$ cat src/rtl/usb_in_hs_pkg.sv
package usb_in_hs_pkg;
   typedef enum logic [1:0] {
      HS_NONE  = 2'b00,
      HS_DATA  = 2'b01,
      HS_NAK   = 2'b10,
      HS_STALL = 2'b11
   } hs_code_e;
endpackage

$ cat src/rtl/usb_in_hs_decide.sv
module usb_in_hs_decide
   import usb_in_hs_pkg::*;
#(
   parameter int NUM_EP  = 16,
   parameter int CTRL_EP = 0,
   localparam int EP_W   = $clog2(NUM_EP)
) (
   input  logic              tok_valid,
   input  logic [EP_W-1:0]   tok_ep,
   input  logic              req_err,
   input  logic              tx_ready,
   input  logic [NUM_EP-1:0] halt_vec,
   input  logic [NUM_EP-1:0] pend_vec,
   output hs_code_e          hs_next,
   output logic [NUM_EP-1:0] rec_nak,
   output logic [NUM_EP-1:0] rec_stall
);
   logic in_range;

   // A full power-of-two range needs no bound check
   generate
      if (NUM_EP == (1 << EP_W)) begin : g_full
         assign in_range = tok_valid;
      end else begin : g_partial
         assign in_range = tok_valid && (int'(tok_ep) < NUM_EP);
      end
   endgenerate

   logic halted, pending, ctrl_err;

   always_comb begin
      halted    = halt_vec[tok_ep];
      pending   = pend_vec[tok_ep];
      ctrl_err  = req_err && (tok_ep == EP_W'(CTRL_EP));
      hs_next   = HS_NONE;
      rec_nak   = '0;
      rec_stall = '0;
      if (in_range) begin
         if (halted || ctrl_err)
            hs_next = HS_STALL;
         else if (pending || !tx_ready)
            hs_next = HS_NAK;
         else
            hs_next = HS_DATA;
         if (!pending) begin
            if (hs_next == HS_STALL)
               rec_stall[tok_ep] = 1'b1;
            else if (hs_next == HS_NAK)
               rec_nak[tok_ep] = 1'b1;
         end
      end
   end
endmodule

$ cat src/rtl/usb_in_ep_sel.sv
module usb_in_ep_sel #(
   parameter int NUM_EP = 16,
   localparam int EP_W  = $clog2(NUM_EP)
) (
   input  logic              clk,
   input  logic              rst,
   input  logic              sel_en,
   input  logic              sel_dir,
   input  logic [EP_W-1:0]   sel_ep,
   input  logic              set_halt,
   input  logic              clr_halt,
   output logic              sel_in,
   output logic [NUM_EP-1:0] halt_on,
   output logic [NUM_EP-1:0] halt_off,
   output logic [NUM_EP-1:0] release_vec
);
   logic            sel_in_q;
   logic [EP_W-1:0] sel_ep_q;
   logic            rel;

   assign sel_in = sel_en && sel_dir;
   assign rel    = sel_in_q && !sel_en;

   always_ff @(posedge clk) begin
      if (rst) begin
         sel_in_q <= 1'b0;
         sel_ep_q <= '0;
      end else begin
         sel_in_q <= sel_in;
         sel_ep_q <= sel_ep;
      end
   end

   generate
      for (genvar i = 0; i < NUM_EP; i++) begin : g_ep
         logic hit_now, hit_prev;
         assign hit_now        = sel_in && (sel_ep == EP_W'(i));
         assign hit_prev       = sel_ep_q == EP_W'(i);
         assign halt_off[i]    = hit_now && clr_halt;
         assign halt_on[i]     = hit_now && set_halt && !clr_halt;
         assign release_vec[i] = rel && hit_prev;
      end
   endgenerate
endmodule

$ cat src/rtl/usb_in_ep_slot.sv
module usb_in_ep_slot (
   input  logic clk,
   input  logic rst,
   input  logic halt_on,
   input  logic halt_off,
   input  logic release_st,
   input  logic rec_nak,
   input  logic rec_stall,
   input  logic irq_clr,
   output logic halt,
   output logic nak,
   output logic stall,
   output logic irq
);
   always_ff @(posedge clk) begin
      if (rst) begin
         halt  <= 1'b0;
         nak   <= 1'b0;
         stall <= 1'b0;
         irq   <= 1'b0;
      end else begin
         if (halt_off)
            halt <= 1'b0;
         else if (halt_on)
            halt <= 1'b1;
         if (rec_nak)
            nak <= 1'b1;
         else if (release_st)
            nak <= 1'b0;
         if (rec_stall)
            stall <= 1'b1;
         else if (release_st)
            stall <= 1'b0;
         if (rec_nak || rec_stall)
            irq <= 1'b1;
         else if (irq_clr)
            irq <= 1'b0;
      end
   end
endmodule

$ cat src/rtl/usb_in_hs_ctrl.sv
module usb_in_hs_ctrl
   import usb_in_hs_pkg::*;
#(
   parameter int NUM_EP  = 16,
   parameter int CTRL_EP = 0,
   localparam int EP_W   = $clog2(NUM_EP)
) (
   input  logic              clk,
   input  logic              rst,
   input  logic              tok_valid,
   input  logic [EP_W-1:0]   tok_ep,
   input  logic              req_err,
   input  logic              tx_ready,
   input  logic              sel_en,
   input  logic              sel_dir,
   input  logic [EP_W-1:0]   sel_ep,
   input  logic              set_halt,
   input  logic              clr_halt,
   input  logic [NUM_EP-1:0] irq_clr,
   output logic [1:0]        hs_code,
   output logic              sel_nak,
   output logic              sel_stall,
   output logic              sel_halt,
   output logic [NUM_EP-1:0] irq,
   output logic              irq_any
);
   generate
      if (NUM_EP < 2) begin : g_bad_num
         $error("NUM_EP must be at least 2");
      end
      if (CTRL_EP < 0 || CTRL_EP >= NUM_EP) begin : g_bad_ctrl
         $error("CTRL_EP must index an existing endpoint");
      end
   endgenerate

   logic [NUM_EP-1:0] halt_vec, nak_vec, stall_vec, pend_vec;
   logic [NUM_EP-1:0] rec_nak, rec_stall;
   logic [NUM_EP-1:0] halt_on, halt_off, release_vec;
   logic              sel_in;
   hs_code_e          hs_next, hs_q;

   assign pend_vec = nak_vec | stall_vec;

   usb_in_hs_decide #(.NUM_EP(NUM_EP), .CTRL_EP(CTRL_EP)) u_decide (
      .tok_valid (tok_valid),
      .tok_ep    (tok_ep),
      .req_err   (req_err),
      .tx_ready  (tx_ready),
      .halt_vec  (halt_vec),
      .pend_vec  (pend_vec),
      .hs_next   (hs_next),
      .rec_nak   (rec_nak),
      .rec_stall (rec_stall)
   );

   usb_in_ep_sel #(.NUM_EP(NUM_EP)) u_sel (
      .clk         (clk),
      .rst         (rst),
      .sel_en      (sel_en),
      .sel_dir     (sel_dir),
      .sel_ep      (sel_ep),
      .set_halt    (set_halt),
      .clr_halt    (clr_halt),
      .sel_in      (sel_in),
      .halt_on     (halt_on),
      .halt_off    (halt_off),
      .release_vec (release_vec)
   );

   generate
      for (genvar i = 0; i < NUM_EP; i++) begin : g_slot
         usb_in_ep_slot u_slot (
            .clk        (clk),
            .rst        (rst),
            .halt_on    (halt_on[i]),
            .halt_off   (halt_off[i]),
            .release_st (release_vec[i]),
            .rec_nak    (rec_nak[i]),
            .rec_stall  (rec_stall[i]),
            .irq_clr    (irq_clr[i]),
            .halt       (halt_vec[i]),
            .nak        (nak_vec[i]),
            .stall      (stall_vec[i]),
            .irq        (irq[i])
         );
      end
   endgenerate

   always_ff @(posedge clk) begin
      if (rst)
         hs_q <= HS_NONE;
      else
         hs_q <= hs_next;
   end

   assign hs_code   = hs_q;
   assign sel_nak   = sel_in && nak_vec[sel_ep];
   assign sel_stall = sel_in && stall_vec[sel_ep];
   assign sel_halt  = sel_in && halt_vec[sel_ep];
   assign irq_any   = |irq;
endmodule

$ cat config.mk
export PLATFORM = sky130hd
export DESIGN_NAME = usb_in_hs_ctrl
export DESIGN_NICKNAME = d
export VERILOG_FILES = /design/src/rtl/usb_in_hs_pkg.sv /design/src/rtl/usb_in_hs_decide.sv /design/src/rtl/usb_in_ep_sel.sv /design/src/rtl/usb_in_ep_slot.sv /design/src/rtl/usb_in_hs_ctrl.sv
export SDC_FILE = /design/constraint.sdc
export NUM_CORES = 1
export LEC_CHECK = 0
export BUFFER_PORTS_ARGS = -buffer_cell sky130_fd_sc_hd__buf_2
export CORE_MARGIN = 4
export CORE_UTILIZATION = 30
export DETAILED_ROUTE_END_ITERATION = 8
export PLACE_DENSITY = 0.53
export SLEW_MARGIN = 25
export SYNTH_ARGS = -nofsm -noshare
export SYNTH_HDL_FRONTEND = slang
export SYNTH_HIERARCHICAL = 1
export SYNTH_SLANG_ARGS = --single-unit
$ cat constraint.sdc
create_clock -name clk -period 2.2 [get_ports clk]
set_clock_uncertainty 0.15 [all_clocks]
set_input_delay 0.33 -clock clk [delete_from_list [all_inputs] [get_ports clk]]
set_output_delay 0.33 -clock clk [all_outputs]
set_load 0.005 [all_outputs]
==> metrics <==
commonest non-fill, non-tap cell in the layout nor2_1; Fillers 1,302; TritonCTS clock tree done; Chip Height 122 um; leakage 1.93 nW; Post-Route WL 12.2 mm; maximum clock insertion buffer count 2; CORE AREA 0.0127 mm^2; Synth Warn # 6; Top delay family on crit path multiplexers; Slowest-stage cell, CP mux4_2; Seq cells post-synth 71; pre-CTS setup slack -83.4 ps; pwr dens 620 mW/mm^2; vias in the first global route 3,572; total CTS buffers 9; initial antenna violation count 0; area of the die 0.0148 mm^2; Crit. End Element register; fin crit share 1.03; DRT Pass-1 Iters 5; final worst slack -69.9 ps; drt initial violations 196; clk root buf clkbuf_16; max_slew headroom 0.585; clock slew at reported path FFs 60 ps; Site Rows 41; max_cap viols 0; kind of critical path reg2reg; sequential fraction of the synthesis area 0.366; setup TNS -464 ps; unrepaired setup endpoints after global routing true; H-Tree Depth 3; status complete, but fails checks; CP arrival 2390 ps; Placer Congestion 0.919; Hold-fix buffers, CTS 0; Clk Latency, worst-skew pair 340 ps; commonest cells after routing, fill and taps aside nor2_1 (91), dfxtp_1 (58), buf_2 (53); Via density 5.05; pin count of the biggest net entering global routing 72; largest stage delay on the critical path 490 ps; final worst path period need 2270 ps; wire length per cell 16.5 um; area of the mapped netlist 0.00389 mm^2; Max Clk Rate 0.441 GHz; failing checks setup timing; Slew Viols, Final 0; Synth Instances 457; initial core utilization 0.307; # diodes 0; total track usage 0.171; Post-Syn Area per Cell 8.50 um^2; Die X 122 um; Worst Tran Pin Value 617 ps; HPWL Detailed 9.19 mm; Net Count, Synth 490; number of enable flip-flop cells after synthesis 0; Fin. Hold Viols 0; Residual DRC 0; maximum vdd drop 280 uV; Buf+Inv Stages, Crit Path 2; number of placed I/O pins 55; P&R area growth vs syn 33.0%; first-pass GRT wire length 19.1 mm; Nets 597; Port Buf Inserts 54; via count 3,744; Synth Flop Type dfxtp_1; total grt overflow 0; worst-path cell chain or2_4 -> mux4_2 -> mux2i_4 -> buf_6 -> nand4b_1 -> nor2_1 -> inv_1 -> a31oi_1; setup violators final 9; worst path required time 2320 ps; Startpoint Class register; Hold/Removal Path Class in2reg; Post-synth ARST share 0; Worst Path Max Fanout 4; antenna violation net count after detailed routing 0; TritonCTS Sinks 71; layout cell share with drive strength beyond 1 0.329; Yosys cell types 44
-- synth_stat cells, types with 2 or more instances --
cell	count	area [um^2]
nor2_1	91	342
dfxtp_1	71	1420
nand2b_1	51	319
a21oi_1	33	165
inv_1	33	124
nor3_1	22	110
a31oi_1	16	100
or2_2	16	100
nand2_1	11	41.3
nor2b_1	11	68.8
nor4_1	9	56.3
nand4b_1	8	70.1
mux2i_1	7	70.1
mux4_1	7	184
mux4_2	7	158
nand4bb_1	6	67.6
clkbuf_1	5	18.8
nand3_1	5	25.0
nand3b_1	5	37.5
nand4_1	5	31.3
buf_6	4	45.0
a32oi_1	3	26.3
mux2_2	3	33.8
nor3b_1	3	22.5
o211ai_1	3	22.5
and2_1	2	12.5
or3b_2	2	17.5
or4b_4	2	27.5
-- layer usage --
layer,track usage,part of all wire,routed length [um]
met2,0.259,0.45,5460
met3,0.0376,0.067,815
met5,0,0,0
met1,0.239,0.47,5750
met4,0.0616,0.017,206
-- worst reg2reg max path: cells and delay by family (launching register included) --
kind,cells,cell delay (ps)
mux,2,700
simple gates,3,690
flops,1,320
buf+inv,2,220
compound gates,1,120
-- area by class of cell --
class | instances | area (um^2) | area share
multi-input combinational | 340 | 2350 | 0.454
timing repair buffer | 109 | 721 | 0.139
clock buffer | 11 | 243 | 0.0470
tap | 172 | 215 | 0.0416
sequential | 71 | 1440 | 0.278
clock inverter | 5 | 81.3 | 0.0157
inverter | 33 | 124 | 0.0240
-- report_power, final --
group / internal [W] / leakage (nW) / total, W / switching [W]
logic: 0.000135 / 1.20 / 0.000299 / 0.000164
registers: 0.00130 / 0.580 / 0.00131 / 0.0000127
clock network: 0.00102 / 0.156 / 0.00159 / 0.000570
total: 0.00246 / 1.93 / 0.00321 / 0.000746
-- registers in the layout, summed over array words and instances (netlist names) --
name / cells
g_slot.u_slot/irq: 16
g_slot.u_slot/nak: 16
u_sel/sel_in_q: 1
hs_code: 2
g_slot.u_slot/stall: 16
g_slot.u_slot/halt: 16
u_sel/sel_ep_q: 4
-- worst paths after layout --
path                                              from                                   to  slack, ps  depth (start not counted)
setup reg to reg  g_slot[10].u_slot/stall$_SDFFE_PP0P_    g_slot[8].u_slot/irq$_SDFFE_PP0P_        -70                          8
setup / recovery  g_slot[10].u_slot/stall$_SDFFE_PP0P_    g_slot[8].u_slot/irq$_SDFFE_PP0P_        -70                          8
hold / removal                              irq_clr[2]    g_slot[2].u_slot/irq$_SDFFE_PP0P_        120                          3
hold reg to reg    g_slot[2].u_slot/stall$_SDFFE_PP0P_  g_slot[2].u_slot/stall$_SDFFE_PP0P_        340                          2
-- timing repair --
action,4_1_cts,5_1_grt
endpoints found under the setup margin,29,37
pin swaps,12,23
setup buffers,2,0
endpoints found under the hold margin,0,0
gates cloned,0,0
gates resized for setup,27,24
-- metrics by stage --
| step | power, W | hold WS [ps] | cells | instance area (um^2) | util |
|---|---|---|---|---|---|
| 6_report | 0.00321 | 123 | 741 | 5170 | 0.408 |
| 5_1_grt | 0.00332 | 130 | 741 | 5170 | 0.408 |
| 4_1_cts | 0.00324 | 109 | 743 | 5100 | 0.403 |
| 3_5_place_dp | 0.00162 | 333 | 725 | 4700 | 0.371 |
| 3_3_place_gp | 0.00162 | 327 | 725 | 4700 | 0.371 |
| 2_1_floorplan | 0.00149 | 249 | 457 | 3890 | - |
-- kinds of logic (layout without fill, tap and decap cells) --
group           count (synthesis)  in the layout  share of synthesized area
compound gates                 62             62                     0.0966
simple gates                  253            253                      0.360
buf+inv                        46            158                     0.0576
flops                          71             71                      0.366
mux                            25             25                      0.120
No activity file was read; power rests on OpenSTA's default activity.
